## config.mk

```make
export PLATFORM = sky130hd
export DESIGN_NAME = bridge_fwd_decoder
export DESIGN_NICKNAME = d
export VERILOG_FILES = /design/src/rtl/bfd_pkg.sv /design/src/rtl/bfd_cfg_regs.sv /design/src/rtl/bfd_io_decode.sv /design/src/rtl/bfd_vga_decode.sv /design/src/rtl/bridge_fwd_decoder.sv
export SDC_FILE = /design/constraint.sdc
export NUM_CORES = 1
export LEC_CHECK = 0
export BUFFER_PORTS_ARGS = -buffer_cell sky130_fd_sc_hd__clkbuf_2
export CORE_ASPECT_RATIO = 1.1
export CORE_MARGIN = 1
export CORE_UTILIZATION = 41
export DETAILED_ROUTE_END_ITERATION = 16
export GPL_TIMING_DRIVEN = 0
export PLACE_DENSITY_LB_ADDON = 0.08
export SLEW_MARGIN = 20
export SYNTH_ARGS = -nofsm -noshare
export SYNTH_HDL_FRONTEND = slang
export SYNTH_SLANG_ARGS = --single-unit
export TNS_END_PERCENT = 10
```

## constraint.sdc

```tcl
create_clock -name clk_i -period 1.6 [get_ports clk_i]
set_input_delay 0.32 -clock clk_i [delete_from_list [all_inputs] [get_ports clk_i]]
set_output_delay 0.32 -clock clk_i [all_outputs]
set_load 0.01 [all_outputs]
```

## src/rtl/bfd_pkg.sv

```systemverilog
package bfd_pkg;
  localparam int CFG_W        = 20;
  localparam int LINE_LSB     = 0;
  localparam int PIN_LSB      = 8;
  localparam int PAR_BIT      = 16;
  localparam int SERR_BIT     = 17;
  localparam int ISA_BIT      = 18;
  localparam int VGA_BIT      = 19;

  typedef struct packed {
    logic       vga_en;
    logic       isa_en;
    logic       serr_en;
    logic [7:0] int_pin;
    logic [7:0] int_line;
  } ctrl_t;
endpackage

```

## src/rtl/bfd_cfg_regs.sv

```systemverilog
module bfd_cfg_regs
  import bfd_pkg::*;
#(
  parameter int WIN_W = 4
) (
  input  logic             clk_i,
  input  logic             rst_ni,
  input  logic             we_i,
  input  logic             sel_i,
  input  logic [CFG_W-1:0] wdata_i,
  input  logic             pin_wen_i,
  output logic [CFG_W-1:0] rdata_o,
  output ctrl_t            ctrl_o,
  output logic [WIN_W-1:0] base_o,
  output logic [WIN_W-1:0] limit_o
);
  ctrl_t            ctrl_q;
  logic [WIN_W-1:0] base_q, limit_q;

  always_ff @(posedge clk_i or negedge rst_ni) begin
    if (!rst_ni) begin
      ctrl_q  <= '0;
      base_q  <= '0;
      limit_q <= '0;
    end else if (we_i) begin
      if (!sel_i) begin
        ctrl_q.vga_en   <= wdata_i[VGA_BIT];
        ctrl_q.isa_en   <= wdata_i[ISA_BIT];
        ctrl_q.serr_en  <= wdata_i[SERR_BIT];
        ctrl_q.int_line <= wdata_i[LINE_LSB +: 8];
        if (pin_wen_i) ctrl_q.int_pin <= wdata_i[PIN_LSB +: 8];
      end else begin
        base_q  <= wdata_i[0 +: WIN_W];
        limit_q <= wdata_i[WIN_W +: WIN_W];
      end
    end
  end

  always_comb begin
    rdata_o = '0;
    if (!sel_i) begin
      rdata_o[VGA_BIT]        = ctrl_q.vga_en;
      rdata_o[ISA_BIT]        = ctrl_q.isa_en;
      rdata_o[SERR_BIT]       = ctrl_q.serr_en;
      rdata_o[PAR_BIT]        = 1'b0;
      rdata_o[PIN_LSB +: 8]   = ctrl_q.int_pin;
      rdata_o[LINE_LSB +: 8]  = ctrl_q.int_line;
    end else begin
      rdata_o[0 +: WIN_W]     = base_q;
      rdata_o[WIN_W +: WIN_W] = limit_q;
    end
  end

  assign ctrl_o  = ctrl_q;
  assign base_o  = base_q;
  assign limit_o = limit_q;
endmodule

```

## src/rtl/bfd_io_decode.sv

```systemverilog
module bfd_io_decode #(
  parameter int ADDR_W  = 32,
  parameter int WIN_W   = 4,
  parameter int WIN_LSB = 12
) (
  input  logic [ADDR_W-1:0] addr_i,
  input  logic [WIN_W-1:0]  base_i,
  input  logic [WIN_W-1:0]  limit_i,
  input  logic              isa_en_i,
  output logic              in_win_o,
  output logic              isa_top_o
);
  localparam int LOW_W = WIN_LSB + WIN_W;

  logic             low_space;
  logic [WIN_W-1:0] page;

  assign low_space = ~|addr_i[ADDR_W-1:LOW_W];
  assign page      = addr_i[LOW_W-1:WIN_LSB];
  // limit < base leaves the window empty
  assign in_win_o  = low_space && (limit_i >= base_i) && (page >= base_i) && (page <= limit_i);
  // top 768 bytes of each 1 KB block
  assign isa_top_o = isa_en_i && |addr_i[9:8];
endmodule

```

## src/rtl/bfd_vga_decode.sv

```systemverilog
module bfd_vga_decode #(
  parameter int ADDR_W   = 32,
  parameter int IO_LOW_W = 16
) (
  input  logic [ADDR_W-1:0] addr_i,
  input  logic              vga_en_i,
  output logic              mem_hit_o,
  output logic              io_hit_o
);
  localparam logic [ADDR_W-1:0] MEM_LO = ADDR_W'(32'h000A_0000);
  localparam logic [ADDR_W-1:0] MEM_HI = ADDR_W'(32'h000B_FFFF);

  logic [9:0] a10;
  logic       low_space;
  logic       mono_hit, color_hit;

  assign a10       = addr_i[9:0];
  assign low_space = ~|addr_i[ADDR_W-1:IO_LOW_W];
  assign mono_hit  = (a10 >= 10'h3B0) && (a10 <= 10'h3BB);
  assign color_hit = (a10 >= 10'h3C0) && (a10 <= 10'h3DF);

  assign mem_hit_o = vga_en_i && (addr_i >= MEM_LO) && (addr_i <= MEM_HI);
  assign io_hit_o  = vga_en_i && low_space && (mono_hit || color_hit);
endmodule

```

## src/rtl/bridge_fwd_decoder.sv

```systemverilog
module bridge_fwd_decoder
  import bfd_pkg::*;
#(
  parameter int ADDR_W  = 32,
  parameter int WIN_W   = 4,
  parameter int WIN_LSB = 12
) (
  input  logic              clk_i,
  input  logic              rst_ni,
  input  logic              cfg_we_i,
  input  logic              cfg_sel_i,
  input  logic [CFG_W-1:0]  cfg_wdata_i,
  input  logic              int_pin_wen_i,
  output logic [CFG_W-1:0]  cfg_rdata_o,
  input  logic              txn_valid_i,
  input  logic [ADDR_W-1:0] txn_addr_i,
  input  logic              txn_is_io_i,
  input  logic              txn_up_i,
  output logic              fwd_o,
  input  logic              sec_serr_i,
  input  logic              cmd_serr_en_i,
  output logic              serr_o
);
  ctrl_t            ctrl;
  logic [WIN_W-1:0] io_base, io_limit;
  logic             in_win, isa_top, vga_mem, vga_io;
  logic             fwd_d, fwd_q;

  bfd_cfg_regs #(.WIN_W(WIN_W)) u_regs (
    .clk_i     (clk_i),
    .rst_ni    (rst_ni),
    .we_i      (cfg_we_i),
    .sel_i     (cfg_sel_i),
    .wdata_i   (cfg_wdata_i),
    .pin_wen_i (int_pin_wen_i),
    .rdata_o   (cfg_rdata_o),
    .ctrl_o    (ctrl),
    .base_o    (io_base),
    .limit_o   (io_limit)
  );

  bfd_io_decode #(.ADDR_W(ADDR_W), .WIN_W(WIN_W), .WIN_LSB(WIN_LSB)) u_io (
    .addr_i    (txn_addr_i),
    .base_i    (io_base),
    .limit_i   (io_limit),
    .isa_en_i  (ctrl.isa_en),
    .in_win_o  (in_win),
    .isa_top_o (isa_top)
  );

  bfd_vga_decode #(.ADDR_W(ADDR_W), .IO_LOW_W(WIN_LSB + WIN_W)) u_vga (
    .addr_i    (txn_addr_i),
    .vga_en_i  (ctrl.vga_en),
    .mem_hit_o (vga_mem),
    .io_hit_o  (vga_io)
  );

  always_comb begin
    if (txn_is_io_i) begin
      if (txn_up_i) fwd_d = (!in_win || isa_top) && !vga_io;
      else          fwd_d = (in_win && !isa_top) || vga_io;
    end else begin
      fwd_d = txn_up_i ? !vga_mem : vga_mem;
    end
  end

  always_ff @(posedge clk_i or negedge rst_ni) begin
    if (!rst_ni)          fwd_q <= 1'b0;
    else if (txn_valid_i) fwd_q <= fwd_d;
  end

  assign fwd_o  = fwd_q;
  assign serr_o = sec_serr_i && cmd_serr_en_i && ctrl.serr_en;
endmodule

```

==> flow_summary.yaml <==
outcome:
  outcome: "complete, but fails checks"
  violations: "setup timing"
synthesis:
  synth-seq-cells: 28
  yosysWarningCount: 0
  synth_edf_count: 0
  yosysTopAreaCellShare: 0.4236
  syn_nets: 214
  synthMostInstantiatedCell: "mux2_2"
  synth_cell_type_count: 33
  synth_top_area_cell: "dfrtp_1"
  async_flop_share: 1.000
  synth_cells: 140
  synth_ff_type: "dfrtp_1"
  synthTopCellsByArea: "dfrtp_1, mux2_2, ha_1"
  yosysSeqAreaShare: 0.4236
  netlist_top_cells_count: "mux2_2, dfrtp_1, nor2b_1"
  synth_area_um2: 1654
  postSynthAreaPerCell_um2: 11.81
global_route:
  grt_pass1_vias: 1350
  grt_max_degree: 29
  antenna_found_initial: 0
  track_usage: 0.1761
  globalRoute.totalOverflow: 0
  grt_pass1_wl_um: 5871
place:
  post_dp_cell_area_um2: 2108
  dpl.hpwl_um: 3076
  place.gp.congestion: 0.8008
  io_buffer_count: 77
sta:
  tightest_slew_ns: 0.6923
  setup_violations: 1
  final.setup_skew_ns: 0.001281
  fin_ws_ns: -0.04696
  hold_viol: 0
  slew-limit-headroom: 0.5384
  maxSlewViolCount: 0
  period_needed_ns: 1.647
  period_share: 1.029
  rsz0062_at_grt: "yes"
  fmax_mhz: 607.2
  tns_ns: -0.04696
cts:
  clock_latency_ns: 0.27
  h-tree-depth: 1
  path_clk_slew_ns: 0.09
  root_buffer: "clkbuf_8"
  cts_buffers: 3
  clockBufferDepth: 2
  cts_tree: "yes"
  cts.sinks: 28
pwr:
  seq_power_share: 0.455
  p_clk_frac: 0.220
  power_mw: 1.957
  p_switching_mw: 0.5632
  power.density_nw_per_um2: 882.1
  combPwrFrac: 0.326
  internal_power_mw: 1.394
  leakagePower_nw: 1.109
  ir_drop_mv: 0.6236
  swShare: 0.2878
route:
  wl_per_cell_um: 13.63
  drc_errors: 0
  routed_wl_um: 3707
  drtPass1Iterations: 4
  drt_iter0_markers: 34
  ant_nets: 0
  via_count: 1373
  avgViaCountPerCell: 5.048
finish:
  post-route-util: 0.5930
  drive_gt1_frac: 0.5946
  area_growth_pct: 34.12
  fill_cells: 340
  final_area_um2: 2218
  antenna_cells: 0
  nets: 297
worst_setup_path:
  end_kind: "register"
  critPathMaxFanout: 2
  crit_start: "u_regs.base_o[1]"
  start_kind: "register"
  r2r_start: "u_regs.base_o[1]"
  cp_slowest_cell: "dfrtp_1"
  slowest_delay_ns: 0.38
  critPathKind: "register to register"
  cp_cell_sequence: "inv_1 > ha_1 > a2111oi_4 > a221o_1 > o21a_1 > o211ai_2"
  cp.required_ns: 1.75
  path_buf_inv: 1
  cp_top_family: "compound AO/OA/AOI/OAI gates"
  arrival_ns: 1.80
floorplanning:
  dieHeight_um: 68.62
  die_width_um: 62.56
  initial_core_util: 0.4421
  num_io_pins: 84
  core_um2: 3741
  num_rows: 23
  die_area_um2: 4293
min_path:
  hp-class: "primary input to async pin"
job:
  drv_cap: 0
state kept, by name (all words and copies together), names as in the netlist:
name and cells:
u_regs.ctrl_o 19, u_regs.base_o 4, u_regs.limit_o 4, fwd_o 1
layout make-up:
| type | count | area, um2 | area share |
|---|---|---|---|
| Inverter | 12 | 45.04 | 0.02030 |
| Tap cell | 50 | 62.56 | 0.02820 |
| Multi-Input combinational cell | 96 | 937.1 | 0.4224 |
| Sequential cell | 28 | 700.7 | 0.3158 |
| Timing Repair Buffer | 79 | 400.4 | 0.1805 |
| Clock buffer | 4 | 55.05 | 0.02482 |
| Buffer | 3 | 17.52 | 0.007896 |
per-stage QoR:
step	hold slack [ns]	instances	setup slack [ns]
floorplan	0.02441	140	0.03761
global placement	0.3776	267	-0.2591
detailed placement	0.3968	267	-0.2903
CTS	0.09467	270	-0.1279
global route	0.1258	272	-0.1440
finish	0.07614	272	-0.04696
per-layer routing:
layer  global-route usage  wire, um  vias up
met3              0.02796       200        2
met5                    0         0        -
met4              0.05233        14        0
li1                     -         -      670
met1               0.2053      1522      652
met2               0.3370      1970       49
worst paths after layout:
kind / to / slack, ns / cells past startpoint
max: fwd_o / -0.05 / 6
min: u_regs.ctrl_o[9] / 0.08 / 1
max reg2reg: fwd_o / -0.05 / 6
min reg2reg: u_regs.ctrl_o[11] / 0.50 / 1
max in group asynchronous: u_regs.limit_o[1] / 1.08 / 1
min in group clk_i: u_regs.ctrl_o[12] / 0.27 / 2
what timing repair did:
action | 4_1_cts | 5_1_grt
buffers inserted | 0 | 2
gates resized for setup | 0 | 9
pin swaps | 0 | 3
endpoints found under the setup margin | 19 | 11
hold buffers | 0 | 0
worst register-to-register path: stages (launching register included):
cell and delay [ns]:
dfrtp_1 0.38, inv_1 0.08, ha_1 0.32, a2111oi_4 0.36
a221o_1 0.18, o21a_1 0.13, o211ai_2 0.09
power by group through the flow:
stage,clock (mW),combinational (mW),sequential (mW)
6_report,0.430,0.637,0.889
3_5_place_dp,0,0.597,0.907
2_1_floorplan,0,0.377,0.881
3_3_place_gp,0,0.571,0.894
4_1_cts,0.445,0.600,0.891
5_1_grt,0.477,0.707,0.904
cell usage in the layout (no fill, tap or decap), types with 2 or more instances in the layout:
cell type  synthesis  routed
nor2b_1           13      13
nand3b_1           2       2
buf_4              1       3
nand2_1            4       4
o21a_1             2       2
clkbuf_2           0      78
clkbuf_8           0       4
o21ai_0            4       3
mux2_2            35      35
inv_1             12      11
dfrtp_1           28      28
nor3_1             2       2
ha_1              12      11
cells by family (layout without fill, tap and decap cells):
logic type	count (synthesis)	after routing	synth area share
DFF	28	28	0.4236
adders and majority gates	12	12	0.09077
AOI/OAI and AO/OA	18	18	0.08775
and+or+nand+nor	30	30	0.1180
buffers and inverters	16	98	0.03933
muxes	35	35	0.2383
other	1	1	0.002267
Power figures use the tool's default switching activity.
